<file path="config.mk">
export PLATFORM = sky130hd
export DESIGN_NAME = fetch_stage
export DESIGN_NICKNAME = d
export VERILOG_FILES = /design/src/rtl/fetch_pkg.sv /design/src/rtl/fetch_ctrl.sv /design/src/rtl/fetch_pc_reg.sv /design/src/rtl/fetch_ifid_buf.sv /design/src/rtl/fetch_stage.sv
export SDC_FILE = /design/constraint.sdc
export NUM_CORES = 1
export LEC_CHECK = 0
export ABC_AREA = 1
export ABC_CLOCK_PERIOD_IN_PS = 4200
export BUFFER_PORTS_ARGS = -buffer_cell sky130_fd_sc_hd__buf_2
export CORE_MARGIN = 1.5
export CORE_UTILIZATION = 46
export CTS_CLUSTER_DIAMETER = 60
export CTS_CLUSTER_SIZE = 25
export DETAILED_ROUTE_END_ITERATION = 7
export PLACE_DENSITY = 0.77
export SLEW_MARGIN = 10
export SYNTH_ARGS = -nofsm -noshare
export SYNTH_HDL_FRONTEND = slang
export SYNTH_SLANG_ARGS = --single-unit
</file>
<file path="constraint.sdc">
create_clock -name clk -period 4.2 [get_ports clk]
set_input_delay 1.05 -clock clk [delete_from_list [all_inputs] [get_ports clk]]
set_output_delay 1.05 -clock clk [all_outputs]
set_load 0.02 [all_outputs]
</file>
<file path="src/rtl/fetch_pkg.sv">
package fetch_pkg;

  // Next-state selection shared by the PC register and the fetch buffer.
  typedef enum logic [1:0] {
    NXT_ADVANCE = 2'd0,
    NXT_REDIRECT = 2'd1,
    NXT_FREEZE = 2'd2,
    NXT_CLEAR = 2'd3
  } nxt_sel_e;

endpackage

</file>
<file path="src/rtl/fetch_ctrl.sv">
module fetch_ctrl
  import fetch_pkg::*;
(
  input  logic     rst,
  input  logic     stall,
  input  logic     redirect_valid,
  output nxt_sel_e sel
);

  // Priority: reset, then redirect, then stall, then advance.
  always_comb begin
    if (rst)                 sel = NXT_CLEAR;
    else if (redirect_valid) sel = NXT_REDIRECT;
    else if (stall)          sel = NXT_FREEZE;
    else                     sel = NXT_ADVANCE;
  end

endmodule

</file>
<file path="src/rtl/fetch_pc_reg.sv">
module fetch_pc_reg
  import fetch_pkg::*;
#(
  parameter int ADDR_W = 24
) (
  input  logic              clk,
  input  logic              rst,
  input  nxt_sel_e          sel,
  input  logic [ADDR_W-1:0] target,
  input  logic [ADDR_W-1:0] pc_inc,
  output logic [ADDR_W-1:0] pc
);

  localparam logic [ADDR_W-1:0] PC_TOP = {ADDR_W{1'b1}};

  logic [ADDR_W-1:0] pc_d;

  always_comb begin
    unique case (sel)
      NXT_CLEAR:    pc_d = '0;
      NXT_REDIRECT: pc_d = target;
      NXT_FREEZE:   pc_d = pc;
      default:      pc_d = pc_inc;
    endcase
  end

  always_ff @(posedge clk) begin
    if (rst) pc <= '0;
    else     pc <= pc_d;
  end

  AST_PC_CLEAR: assert property (@(posedge clk) rst |=> pc == '0);
  AST_PC_STEP: assert property (@(posedge clk) disable iff (rst)
    sel == NXT_ADVANCE |=> pc == ADDR_W'($past(pc) + 1'b1));
  AST_PC_TARGET: assert property (@(posedge clk) disable iff (rst)
    sel == NXT_REDIRECT |=> pc == $past(target));
  AST_PC_FREEZE: assert property (@(posedge clk) disable iff (rst)
    sel == NXT_FREEZE |=> $stable(pc));
  AST_PC_WRAP: assert property (@(posedge clk) disable iff (rst)
    (sel == NXT_ADVANCE && pc == PC_TOP) |=> pc == '0);

endmodule

</file>
<file path="src/rtl/fetch_ifid_buf.sv">
module fetch_ifid_buf
  import fetch_pkg::*;
#(
  parameter int ADDR_W = 24,
  parameter int INSTR_W = 32,
  parameter logic [INSTR_W-1:0] NOOP = '0
) (
  input  logic               clk,
  input  logic               rst,
  input  nxt_sel_e           sel,
  input  logic [INSTR_W-1:0] fetch_word,
  input  logic [ADDR_W-1:0]  fetch_link,
  output logic [INSTR_W-1:0] instr_q,
  output logic [ADDR_W-1:0]  link_q
);

  logic               load_en;
  logic               squash;
  logic [INSTR_W-1:0] instr_d;
  logic [ADDR_W-1:0]  link_d;

  assign load_en = (sel != NXT_FREEZE);
  assign squash  = (sel == NXT_REDIRECT) || (sel == NXT_CLEAR);

  // No-op mux on the buffer input instead of a register clear.
  assign instr_d = squash ? NOOP : fetch_word;
  assign link_d  = squash ? '0   : fetch_link;

  always_ff @(posedge clk) begin
    if (rst) begin
      instr_q <= NOOP;
      link_q  <= '0;
    end else if (load_en) begin
      instr_q <= instr_d;
      link_q  <= link_d;
    end
  end

  AST_BUF_CLEAR: assert property (@(posedge clk)
    rst |=> (instr_q == NOOP && link_q == '0));
  AST_BUF_LOAD: assert property (@(posedge clk) disable iff (rst)
    sel == NXT_ADVANCE |=> instr_q == $past(fetch_word));
  AST_BUF_SQUASH: assert property (@(posedge clk) disable iff (rst)
    sel == NXT_REDIRECT |=> (instr_q == NOOP && link_q == '0));
  AST_BUF_FREEZE: assert property (@(posedge clk) disable iff (rst)
    sel == NXT_FREEZE |=> ($stable(instr_q) && $stable(link_q)));

endmodule

</file>
<file path="src/rtl/fetch_stage.sv">
module fetch_stage
  import fetch_pkg::*;
#(
  parameter int ADDR_W = 24,
  parameter int INSTR_W = 32,
  parameter logic [INSTR_W-1:0] NOOP = '0
) (
  input  logic               clk,
  input  logic               rst,
  input  logic               stall,
  input  logic               redirect_valid,
  input  logic [ADDR_W-1:0]  redirect_target,
  output logic [ADDR_W-1:0]  imem_addr,
  input  logic [INSTR_W-1:0] imem_rdata,
  output logic [INSTR_W-1:0] ifid_instr,
  output logic [ADDR_W-1:0]  ifid_link
);

  nxt_sel_e          sel;
  logic [ADDR_W-1:0] pc;
  logic [ADDR_W-1:0] pc_inc;

  assign pc_inc    = ADDR_W'(pc + 1'b1);
  assign imem_addr = pc;

  fetch_ctrl u_ctrl (
    .rst            (rst),
    .stall          (stall),
    .redirect_valid (redirect_valid),
    .sel            (sel)
  );

  fetch_pc_reg #(.ADDR_W(ADDR_W)) u_pc (
    .clk    (clk),
    .rst    (rst),
    .sel    (sel),
    .target (redirect_target),
    .pc_inc (pc_inc),
    .pc     (pc)
  );

  fetch_ifid_buf #(.ADDR_W(ADDR_W), .INSTR_W(INSTR_W), .NOOP(NOOP)) u_buf (
    .clk        (clk),
    .rst        (rst),
    .sel        (sel),
    .fetch_word (imem_rdata),
    .fetch_link (pc_inc),
    .instr_q    (ifid_instr),
    .link_q     (ifid_link)
  );

  AST_LINK_MATCH: assert property (@(posedge clk) disable iff (rst)
    (!stall && !redirect_valid) |=> ifid_link == imem_addr);
  AST_REDIR_OVER_STALL: assert property (@(posedge clk) disable iff (rst)
    (stall && redirect_valid) |=> (imem_addr == $past(redirect_target) && ifid_instr == NOOP));
  AST_RESET_FIRST: assert property (@(posedge clk)
    (rst && redirect_valid) |=> imem_addr == '0);

endmodule

</file>
==> metrics <==
Primary FF master, synth=dfxtp_1; Req. time, crit path=4.50 ns; Placement Cell Area=0.00417 mm^2; share of cells above drive strength 1=31.7%; RePlAce Congestion=around 0.9; I/O pin cnt=140; fmax=403 MHz; Core Area=0.00725 mm^2; Gate Count Post-Synth=roughly 450; Antenna Nets Post-Route=0; FF-to-FF End=u_pc.pc[20]; Async SR Flop Fraction=0%; initial antenna violation count=0; Syn Area/Cell=7.70 um^2; post-cts sizing count=0; EDFF count, synth=0; period utilization=~60%; die width=89.4 um; worst hold-check path type=reg -> reg; crit path DAT=approximately 2.8 ns; DRC Markers=0; sequential area share after synthesis=46.6%; Vias=3431; Worst R2R Start=u_pc.pc[0]; Least-Margin Pin Slew=1.03 ns; Pleak=2.12 nW; Final HPWL DP=between 6000 and 7000 um; Post-CTS Hold Fix Bufs=0; pin count of the biggest net entering global routing=62; flop-to-flop setup slack=2.50 ns; final setup fails=0; max-cap violations=0; Slew Limit Fails=0; CP delay by family, top=buffers and inverters; Area Overhead vs Synth=26.7%; dpl ws=1.35 ns; CTS buffer count=9; net count after synthesis=507; DR vias/cell=5.02; initial core utilization=47.3%; Post-Syn Area=0.00343 mm^2; Worst Path Max Fanout=61; critical path depth in cells=5; crit path max-delay cell type=inv_2; RSZ-0062 raised after global routing=false; # rows=31; CTS tree=yes; CTS sink cnt=80; # diodes=0; Root Driver=clkbuf_8; grt total ovfl=0; cells along the critical path=buf_2 -> nor2_4 -> nand2_1 -> inv_2 -> a22o_1; crit path time final=2.48 ns; initial drt markers=101; Wirelength per Cell=13.1 um; post-CTS setup buffers=0; Post-Layout Inst Area=around 0.0044 mm^2; Global Route Usage Sum=22.0%; slew margin rel.=between 30% and 40%; worst setup path category=in -> reg; # H-tree levels=3; Worst Slack Setup Final=1.72 ns; CTS clk-pin slew, worst paths=0.08 ns; CTS max path bufs=2; Peak VDD IR=around 160 uV; post-route setup TNS=0 ns; kind of end point of the critical path=flip-flop; vias in the first global route=3084; post-synth cell types=28; depth of the worst register-to-register path=9; Filler cells=700; Layout Nets=640; CP Buf/Inv Count=2; full die area=0.00799 mm^2; YS warnings=0; HP Start=u_buf.link_q[4]; drt pass-1 iters=4; routed wire length=8980 um; Final Hold Viols=0; worst setup path endpoint=u_buf.instr_q[24]; CP Launch Point=rst; crit path launch type=primary input; Tot Pwr=0.00152 W; FF+latch count, synth=80; die height=89.4 um; Final Skew=0.0104 ns; status=finished, final reports clean; first-pass GRT wire length=13600 um; Critical Path Max Stage Delay=0.78 ns; number of port buffers=approximately 140; Worst-Skew Late Latency=0.36 ns; pwr dens=349 mW/mm^2
==> layer usage <==
metal	routed length [um]	part of all wire (%)	up-vias	global-route usage (%)
li1	-	-	1733	-
met1	3920	44	1552	25.2
met2	4160	46	130	38.1
met3	740	8.2	16	7.11
met4	148	1.6	0	8.67
met5	0	0	-	0
==> worst min-delay path by stage <==
stage / endpoint / slack [ns] / cells after the start
2_1_floorplan: u_buf.link_q[2] / 0.53 / 2
3_3_place_gp: u_buf.link_q[6] / 0.44 / 2
3_5_place_dp: u_buf.link_q[15] / 0.44 / 2
4_1_cts: u_buf.link_q[5] / 0.46 / 2
5_1_grt: u_buf.link_q[21] / 0.47 / 2
6_report: u_buf.link_q[4] / 0.45 / 2
==> cells in the mapped netlist (3+ instances only) <==
cell	number	area, um^2
o21ai_1	12	60.1
nor2_4	6	67.6
o21ai_0	24	120
clkbuf_1	4	15.0
o21bai_1	3	22.5
nor2_1	17	63.8
a22o_1	32	280
a31oi_1	5	31.3
a21oi_1	10	50.1
buf_2	14	70.1
nand3_1	34	170
inv_1	38	143
o211ai_1	5	37.5
nand2_2	4	25.0
inv_2	3	11.3
nand2_1	135	507
dfxtp_1	80	1600
nor2_2	6	37.5
==> worst reg2reg max path, cell delays in order, from the launching register on <==
cell     delay, ns
dfxtp_1       0.43
ha_1          0.24
nand2_2       0.11
nor2_4        0.13
nand2_1       0.13
nor2_4        0.18
nand2_1       0.07
nand2_1       0.07
nand3_1       0.11
a21oi_1       0.16
==> registers in the layout (all words and copies together) (netlist names) <==
name,count
u_pc.pc,24
u_buf.instr_q,32
u_buf.link_q,24
==> logic make-up (layout without fill, tap and decap cells) <==
group	Yosys count	in the layout	synth area share [%]
AND/OR/NAND/NOR	209	209	27.0
adder cells (fa/ha/maj)	1	1	0.364
buffers and inverters	61	199	7.40
flip-flops	80	80	46.6
AO/OA/AOI/OAI	95	95	18.6
==> area by class of cell <==
| cell class | count | area [um^2] | area share, % |
|---|---|---|---|
| clock buffers | 9 | 124 | 2.85 |
| inverters | 42 | 158 | 3.62 |
| flip-flops and latches | 80 | 1600 | 36.8 |
| clock inverters | 7 | 56.3 | 1.29 |
| well taps | 99 | 124 | 2.85 |
| multi-input cells | 305 | 1580 | 36.3 |
| repair buffers | 141 | 711 | 16.3 |
==> power breakdown <==
part	internal, W	switching (W)	total, W	leakage [nW]
combinational	0.0000679	0.000113	0.000181	1.39
clock	0.000220	0.000301	0.000521	0.0838
sequential	0.000787	0.0000289	0.000816	0.652
==> metrics by stage <==
stage	hold slack, ns	std cells	util, %
floorplan	0.527	446	-
CTS	0.456	683	60.0
finish	0.452	683	60.0
global route	0.475	683	60.0
detailed placement	0.439	667	57.5
global placement	0.435	667	57.5
==> placed cells by master (no fill, tap or decap), types with 3 or more instances in the layout <==
| cell | instances |
|---|---|
| a31oi_1 | 5 |
| buf_2 | 139 |
| dfxtp_1 | 80 |
| nand2_2 | 4 |
| inv_1 | 38 |
| inv_2 | 3 |
| a22o_1 | 32 |
| nor2_4 | 6 |
| o21bai_1 | 3 |
| a21oi_1 | 10 |
| nand3_1 | 34 |
| o21ai_1 | 12 |
| o21ai_0 | 24 |
| nor2_2 | 6 |
| clkinvlp_4 | 3 |
| nand2_1 | 135 |
| clkbuf_8 | 9 |
| o211ai_1 | 5 |
| nor2_1 | 17 |
(Power assumes the default switching activity.)
